==> src/rtl/brk_flag_pkg.sv <==
package brk_flag_pkg;

    // Per-flag clearing sequence state.
    typedef enum logic [1:0] {
        FLG_IDLE  = 2'd0,   // flag is 0
        FLG_PEND  = 2'd1,   // flag is 1, first step not seen
        FLG_ARMED = 2'd2    // flag is 1, status read seen
    } flg_state_e;

endpackage

==> src/rtl/brk_clear_gate.sv <==
// Decides whether a second-step access may clear a flag this cycle.
module brk_clear_gate (
    input  logic brk_active,
    input  logic clr_en,
    output logic clr_ok
);

    always_comb begin
        clr_ok = !brk_active || clr_en;
    end

endmodule

==> src/rtl/brk_flag_cell.sv <==
// One status flag with its two-step clearing state machine.
module brk_flag_cell
    import brk_flag_pkg::*;
(
    input  logic clk,
    input  logic rst_n,
    input  logic set_evt,
    input  logic stat_rd,
    input  logic data_acc,
    input  logic clr_ok,
    output logic flag
);

    flg_state_e cur_st;
    flg_state_e nxt_st;

    // Next-state logic.
    always_comb begin
        nxt_st = cur_st;
        unique case (cur_st)
            FLG_IDLE: begin
                if (set_evt) nxt_st = FLG_PEND;              // set
            end
            FLG_PEND: begin
                if (!set_evt && stat_rd) nxt_st = FLG_ARMED; // arm
            end
            FLG_ARMED: begin
                if (set_evt)                 nxt_st = FLG_PEND;  // rearm-required
                else if (data_acc && clr_ok) nxt_st = FLG_IDLE;  // clear
                // otherwise hold, also across a protected halt
            end
            default: nxt_st = FLG_IDLE;
        endcase
    end

    // State register.
    always_ff @(posedge clk) begin
        if (!rst_n) cur_st <= FLG_IDLE;
        else        cur_st <= nxt_st;
    end

    // Output.
    always_comb begin
        flag = (cur_st != FLG_IDLE);
    end

endmodule

==> src/rtl/brk_stat_pack.sv <==
// Builds the read-only status byte: one request bit per flag, zeros above.
module brk_stat_pack #(
    parameter int NUM_FLAGS = 2,
    parameter int STAT_W    = 8
) (
    input  logic [NUM_FLAGS-1:0] flags,
    output logic [STAT_W-1:0]    stat_byte
);

    for (genvar b = 0; b < STAT_W; b++) begin : g_bit
        if (b < NUM_FLAGS) begin : g_used
            assign stat_byte[b] = flags[b];
        end else begin : g_zero
            assign stat_byte[b] = 1'b0;
        end
    end

endmodule

==> src/rtl/brk_flag_ctrl.sv <==
// Top: flags with break-aware two-step clearing and a status byte.
module brk_flag_ctrl #(
    parameter int NUM_FLAGS = 2,
    parameter int STAT_W    = 8
) (
    input  logic                 clk,
    input  logic                 rst_n,
    input  logic [NUM_FLAGS-1:0] set_evt,
    input  logic                 stat_rd,
    input  logic [NUM_FLAGS-1:0] data_acc,
    input  logic                 brk_active,
    input  logic                 clr_en,
    output logic [NUM_FLAGS-1:0] flag_q,
    output logic [STAT_W-1:0]    stat_byte
);

    logic clr_ok;

    brk_clear_gate u_gate (
        .brk_active (brk_active),
        .clr_en     (clr_en),
        .clr_ok     (clr_ok)
    );

    for (genvar i = 0; i < NUM_FLAGS; i++) begin : g_flag
        brk_flag_cell u_cell (
            .clk      (clk),
            .rst_n    (rst_n),
            .set_evt  (set_evt[i]),
            .stat_rd  (stat_rd),
            .data_acc (data_acc[i]),
            .clr_ok   (clr_ok),
            .flag     (flag_q[i])
        );
    end

    brk_stat_pack #(
        .NUM_FLAGS (NUM_FLAGS),
        .STAT_W    (STAT_W)
    ) u_pack (
        .flags     (flag_q),
        .stat_byte (stat_byte)
    );

endmodule

==> config.mk <==
export PLATFORM = sky130hd
export DESIGN_NAME = brk_flag_ctrl
export DESIGN_NICKNAME = d
export VERILOG_FILES = /design/src/rtl/brk_flag_pkg.sv /design/src/rtl/brk_clear_gate.sv /design/src/rtl/brk_flag_cell.sv /design/src/rtl/brk_stat_pack.sv /design/src/rtl/brk_flag_ctrl.sv
export SDC_FILE = /design/constraint.sdc
export NUM_CORES = 1
export LEC_CHECK = 0
export BUFFER_PORTS_ARGS = -buffer_cell sky130_fd_sc_hd__buf_2
export CAP_MARGIN = 20
export CORE_AREA = 3 3 40 42
export CTS_CLUSTER_DIAMETER = 120
export CTS_CLUSTER_SIZE = 8
export DETAILED_ROUTE_END_ITERATION = 12
export DIE_AREA = 0 0 43 45
export GPL_TIMING_DRIVEN = 0
export HOLD_SLACK_MARGIN = 0.03
export PLACE_DENSITY = 0.45
export SKIP_CTS_REPAIR_TIMING = 1
export SYNTH_ARGS = -nofsm -noshare
export SYNTH_HDL_FRONTEND = slang
export SYNTH_HIERARCHICAL = 1
export SYNTH_SLANG_ARGS = --single-unit
==> constraint.sdc <==
create_clock -name clk -period 0.9 [get_ports clk]
set_clock_uncertainty 0.1 [all_clocks]
set_input_delay 0.135 -clock clk [delete_from_list [all_inputs] [get_ports clk]]
set_output_delay 0.135 -clock clk [all_outputs]
set_load 0.005 [all_outputs]
## Word level (Yosys, flattened, before mapping)

Index checks and enable logic that the tools add are counted.

- Flip-flop bits (word level): 4
- Latch bits: 0
- RAM bits: 0
- Bits in read-only memories: 0
- Input bits: 9
- Memories kept: 0

- Add/subtract/negate cells: 0
- $mul: 0
- Divide/modulo/power cells: 0
- $lt $le $gt $ge: 0
- Equal/unequal tests: 10
- Shifts and indexed selects: 0
- Muxes and demuxes: 10
- Bitwise logic cells: 0
- Reductions and logical operators: 14

Operators with widths:

| kind | count |
|---|---|
| $mux 2 | 8 |
| $pmux 2 s3 | 2 |
| $ne 3x2->1 const B | 2 |
| $reduce_and 3->1 | 2 |
| $eq 2x1->1 const B | 2 |
| $eq 2x2->1 const B | 2 |
| $logic_and 1x1->1 | 4 |
| $logic_not 2->1 | 2 |
| $ne 2x1->1 const B | 2 |
| $ne 2x2->1 const B | 2 |
| $reduce_bool 2->1 | 2 |
| $logic_not 1->1 | 3 |
| $logic_or 1x1->1 | 1 |

## Depth between registers and ports, before layout

Gate-level depths: netlist (run 1).

- Depth after elaboration: 6
- Depth in mapped cells: 4
- Depth with buffers taken out: 4

## Cells and area by module

Netlist (run 1), hierarchy kept.

Modules (own cells, without submodules):

| module | instances | cells an instance | area each (um2) | seq. area each (um2) |
|---|---|---|---|---|
| brk_flag_cell | 2 | 13 | 102.6 | 40.0 |
| brk_stat_pack | 1 | 9 | 63.8 | 0.0 |
| brk_clear_gate | 1 | 1 | 6.3 | 0.0 |

## Worst setup path after synthesis (run 1)

No wires, ideal clock.

- Path kind: register to output
- Start point: register g_flag[0].u_cell.cur_st[0]
- End point: output stat_byte[0]
- Arrival: 0.748 ns
- Setup slack: -0.083 ns
- Cell stages (with the launch flop): 3
- Buffers on the path: 1
- Path through: dfxtp_1 -> or2_2 -> buf_4

- Cells in the longest elaborated chain, start to end: 1

RTL lines:

| element | RTL line | source |
|---|---|---|
| start: declaration | brk_flag_cell.sv:14 | `flg_state_e cur_st;` |
| start signal: assignment | brk_flag_cell.sv:39 | `else cur_st <= nxt_st;` |
| $reduce_bool 2->1 | brk_flag_cell.sv:44 | `flag = (cur_st != FLG_IDLE);` |
| end: declaration | brk_flag_ctrl.sv:14 | `output logic [STAT_W-1:0] stat_byte` |

Every way passes these cells.

## Worst setup path in the final report (run 1)

- Start point: register g_flag[0].u_cell.cur_st[1]
- End point: output stat_byte[0]

The elaborated chain is that of the path after synthesis.

==> flow_metrics.tcl, run 1 <==
set metrics [dict create \
    cp_top_family "flip-flops" \
    num_rows 13 \
    netSwitchingFraction_pct 22.2 \
    worstPathArrival_ns 1.02 \
    place_hpwl_um 424 \
    track_usage_pct 5.49 \
    totalWireLength_um 509 \
    synth.distinct_cells 12 \
    grt_overflow 0 \
    post-route-period-util_pct 139 \
    grt_pass1_wl_um 759 \
    insertion_delay_ns 0.23 \
    worstPathRequired_ns 0.66 \
    criticalPathCategory "flop to output port" \
    ys_ff_latch 4 \
    crit_buf_inv 2 \
    syn_avg_cell_area_sq_um 7.65 \
    cp-start-kind "flop" \
    cts_tree "yes" \
    antenna_cells 0 \
    regMostFlops "g_flag.u_cell/cur_st" \
    io_pins 19 \
    ant_nets 0 \
    slew_violations 0 \
    root_buffer "clkbuf_4" \
    clockBufferDepth 2 \
    dr.pass1.iters 1 \
    synth_warnings 6 \
    intPower_mw 0.420 \
    cts_buffers 3 \
    yosysTopAreaCellShare_pct 29.1 \
    drive_above_1_share_pct 61.7 \
    die_area_sq_mm 0.00194 \
    status "finished, violations left" \
    port_buffers 12 \
    whs_ns 0.0288 \
    ys_seq_area_share_pct 29.1 \
    crit_path_end_kind "output port" \
    crit_path_cell_trace "or2_4 > buf_4 > buf_2" \
    grt_max_degree 6 \
    worstPathMaxFanout 2 \
    core-area_sq_mm 0.00128 \
    die_x_um 43 \
    cap_viol_max_count 0 \
    period_minus_slack_ns 1.25 \
    switchingPower_mw 0.120 \
    die_y_um 45 \
    clkPwrFrac_pct 39.3 \
    pre_cts_slack_ns -0.142 \
    hold_path_class "input pin to flop" \
    fin_ws_ns -0.351 \
    reg.largest.list "g_flag.u_cell/cur_st (4)" \
    max_freq_mhz 799 \
    synth_top_area_cell "dfxtp_1" \
    ys_top_cells_by_area "dfxtp_1 (29%), buf_4 (22%), a21oi_2 (13%), nand2_1 (8.2%), nand3b_1 (5.5%)" \
    vias_per_cell 3.64 \
    leakage_nw 0.239 \
    h-tree-depth 1 \
    cp_slowest_cell "dfxtp_2" \
    ir_drop_uv 318 \
    setup_viol 6 \
    grt_pass1_vias 218 \
    drc_errors 0 \
    seq_power_share_pct 35.0 \
    final_util_pct 35.3 \
    hold_viol_final 0 \
    total_power_mw 0.540 \
    drt-initial-drc-count 0 \
    syn_area_sq_um 275 \
    place_congestion 0.715 \
    fin_nets 71 \
    max_stage_delay_ns 0.31 \
    combPwrFrac_pct 25.8 \
    antenna_found_initial 0 \
    violations "negative setup slack" \
    synthCells 36 \
    clk_pin_slew_ns 0.04 \
    syn_to_final_growth_pct 65.0 \
    wl_per_cell_um 6.79 \
    powerDensity_mw_per_mm2 1190 \
    initial_utilization_pct 21.4 \
    largest_register_ffs 4 \
    vias 273 \
    cts_sinks 4 \
    rsz0062_at_grt "true" \
]
cell type report:
| type | count | area (sq um) |
|---|---|---|
| clock buffers | 3 | 22.5 |
| repair buffers | 16 | 100 |
| inverters | 2 | 7.51 |
| flip-flops and latches | 4 | 90.1 |
| multi-input cells | 27 | 151 |
| plain buffers | 8 | 63.8 |
| fillers | 141 | 831 |
| well taps | 15 | 18.8 |
worst paths after layout:
| kind | startpoint | endpoint | slack (ns) | cells after the start |
|---|---|---|---|---|
| worst min register to register | g_flag[0].u_cell/cur_st[1]$_SDFFE_PN0P_ | g_flag[0].u_cell/cur_st[1]$_SDFFE_PN0P_ | 0.47 | 3 |
| worst min-delay path | set_evt[0] | g_flag[0].u_cell/cur_st[0]$_SDFFE_PN0P_ | 0.03 | 3 |
| worst max register to register | g_flag[0].u_cell/cur_st[0]$_SDFFE_PN0P_ | g_flag[0].u_cell/cur_st[1]$_SDFFE_PN0P_ | -0.01 | 4 |
| worst max-delay path | g_flag[0].u_cell/cur_st[1]$_SDFFE_PN0P_ | stat_byte[0] | -0.35 | 3 |
power by group through the flow:
| stage | registers, mW | clock network, mW | logic (mW) |
|---|---|---|---|
| floorplan | 0.199 | 0 | 0.0754 |
| global placement | 0.201 | 0 | 0.112 |
| detailed placement | 0.201 | 0 | 0.112 |
| CTS | 0.198 | 0.223 | 0.112 |
| global route | 0.190 | 0.235 | 0.153 |
| finish | 0.189 | 0.212 | 0.139 |
synth_stat cells, drive strengths merged:
| library cell | number |
|---|---|
| nand3b | 2 |
| inv | 2 |
| buf | 8 |
| a21oi | 6 |
| nor2 | 2 |
| nand2 | 6 |
| or2 | 2 |
| dfxtp | 4 |
| conb | 1 |
| or2b | 2 |
| nand2b | 1 |
cell families after synthesis:
kind of cell	synth area share (%)
flops	29.1
simple gates	28.6
other cells	1.36
buf+inv	24.5
compound gates	16.4
routing by layer:
metal	up-vias	track usage [%]	part of all wire (%)
li1	149	-	-
met1	111	5.77	43
met2	13	8.98	44
met3	0	0	13
met4	0	7.23	0
met5	-	0	0
worst register-to-register path, cell delays in order, from the launching register on:
cell and delay, ns:
dfxtp_4 0.33, buf_4 0.14, a21oi_2 0.09, nand2_1 0.07
a21oi_2 0.11
layout by cell type, fill, tap and decap left out:
cell type,synthesis,layout
conb_1,1,6
buf_6,0,3
nor2_1,2,2
or2_4,0,2
nand2_1,6,6
buf_4,8,10
nand2b_1,1,1
a21oi_1,2,2
dfxtp_2,0,2
buf_2,0,11
dfxtp_4,0,2
clkbuf_4,0,3
nand3b_1,2,2
a21oi_2,4,4
or2b_1,2,2
inv_1,2,2
per-stage QoR:
stage / cell area [sq um] / instances / setup TNS [ns]
4_1_cts: 403 / 71 / -1.32
2_1_floorplan: 302 / 41 / -0.0311
3_3_place_gp: 380 / 68 / -0.323
6_report: 454 / 75 / -1.21
3_5_place_dp: 380 / 68 / -0.329
5_1_grt: 454 / 75 / -1.42
(Power assumes the default switching activity.)
==> run 2: changes to the inputs <==
- PLACE_DENSITY: 0.45 -> 0.44
- clock period: 0.9 -> 1.4 ns (I/O delays scaled with it)
==> run 2 against run 1 <==
Net effect: largest power group unchanged; hold slack better by 0.071 ns; the run still ends with negative setup slack left; via count shrank 5.1%; first-iteration DRC count increased by 6; register-to-register slack improved by 0.62 ns; sequential share of layout area increased by 1.3 points; global-route usage increased by 1.0 points; worst setup slack better by 0.35 ns.
==> flow_metrics.tcl, run 2 (same netlist as run 1, synthesis figures left out) <==
set metrics [dict create \
    root_buffer "clkbuf_4" \
    rr_startpoint "g_flag[0].u_cell/cur_st[0]$_SDFFE_PN0P_" \
    crit_buf_inv 2 \
    grt_busiest_layer "met4" \
    clockBufferDepth 2 \
    die_x_um 43 \
    reg.largest.list "g_flag.u_cell/cur_st (4)" \
    antenna_found_initial 0 \
    syn_to_final_growth_pct 46.4 \
    die_y_um 45 \
    vias 259 \
    fillers 140 \
    vias_per_cell 3.65 \
    multiInputGateArea_sq_um 149 \
    crit_path_end_kind "output port" \
    grt_pass1_wl_um 862 \
    dr.pass1.iters 3 \
    setup_viol 1 \
    ff_latch_area_sq_um 85.1 \
    totalWireLength_um 562 \
    die_area_sq_mm 0.00194 \
    final_common_cell "buf_2" \
    h-tree-depth 1 \
    met3_usage_pct 0 \
    cts_tree "yes" \
    final_area_sq_um 403 \
    drive_above_1_share_pct 58.9 \
    drc_errors 0 \
    cp_top_family "flip-flops" \
    hold_path_class "input pin to flop" \
    pre_cts_slack_ns 0.216 \
    hold_viol_final 0 \
    period_minus_slack_ns 1.40 \
    worstPathMaxFanout 5 \
    regMostFlops "g_flag.u_cell/cur_st" \
    violations "negative setup slack" \
    track_usage_pct 6.51 \
    grt_overflow 0 \
    num_rows 13 \
    max_freq_mhz 712 \
    clk_pin_slew_ns 0.04 \
    place_congestion 0.612 \
    largest_register_ffs 4 \
    grt_max_degree 6 \
    worstPathArrival_ns 1.09 \
    crit_path_cell_trace "or2_2 > buf_4 > buf_2" \
    fin_nets 67 \
    cts_sinks 4 \
    total_power_mw 0.347 \
    final_util_pct 31.4 \
    drt-initial-drc-count 6 \
    crit_start "g_flag[0].u_cell/cur_st[0]$_SDFFE_PN0P_" \
    cp-start-kind "flop" \
    dpl_cell_area_sq_um 373 \
    grtUsageMet1_pct 8.01 \
    io_pins 19 \
    fin_ws_ns -0.00464 \
    slew_violations 0 \
    cap_viol_max_count 0 \
    cp_slowest_cell "dfxtp_2" \
    cts_buffers 3 \
    worstPathRequired_ns 1.09 \
    core-area_sq_mm 0.00128 \
    hold_path_startpoint "set_evt[0]" \
    powerDensity_mw_per_mm2 861 \
    ant_nets 0 \
    ir_drop_uv 198 \
    leakage_nw 0.214 \
    rsz0062_at_grt "true" \
    criticalPathCategory "flop to output port" \
    post-route-period-util_pct 100 \
    wl_per_cell_um 7.92 \
    initial_utilization_pct 21.4 \
    port_buffers 12 \
    use_met2_pct 8.08 \
    antenna_cells 0 \
    grt_pass1_vias 219 \
    max_stage_delay_ns 0.34 \
    insertion_delay_ns 0.24 \
    final_cell_mix "buf_2 (12), buf_4 (8), nand2_1 (6), conb_1 (6)" \
    status "finished, violations left" \
]
==> run 2: worst paths after layout <==
path | end | slack, ns | depth (start not counted)
setup / recovery | stat_byte[0] | -0.005 | 3
hold / removal | g_flag[0].u_cell/cur_st[0]$_SDFFE_PN0P_ | 0.1 | 3
setup reg to reg | g_flag[0].u_cell/cur_st[1]$_SDFFE_PN0P_ | 0.61 | 3
hold reg to reg | g_flag[0].u_cell/cur_st[1]$_SDFFE_PN0P_ | 0.38 | 2
==> run 2: worst reg2reg max path, delay by kind of cell (launching register included) <==
| family | cells | cell delay [ns] |
|---|---|---|
| AOI/OAI and AO/OA | 2 | 0.22 |
| DFF | 1 | 0.34 |
| and+or+nand+nor | 1 | 0.07 |
==> run 2: where the power goes <==
| group | total, mW | switching, mW | internal, mW |
|---|---|---|---|
| combinational | 0.0714 | 0.0277 | 0.0436 |
| clock | 0.148 | 0.0520 | 0.0962 |
| sequential | 0.127 | 0.00652 | 0.121 |
| total | 0.347 | 0.0862 | 0.261 |
==> run 2: final cells by class <==
type | instances | area share (%)
tap | 15 | 4.66
clock buffer | 3 | 5.59
sequential | 4 | 21.1
buffer | 8 | 14.9
inverter | 2 | 1.86
timing repair buffer | 12 | 14.9
multi-input combinational | 27 | 37.0
==> run 2: per-stage QoR <==
stage          cells  hold slack (ns)  setup TNS [ns]
2_1_floorplan     41            0.227               0
3_3_place_gp      68            0.339               0
3_5_place_dp      68            0.339               0
4_1_cts           71           0.0921         -0.0742
5_1_grt           71            0.108         -0.0424
6_report          71           0.0999        -0.00464
==> run 2: layer usage <==
layer | wire (um) | share of wire, %
met1 | 255 | 45
met2 | 269 | 48
met3 | 36 | 6.4
met4 | 0 | 0
met5 | 0 | 0
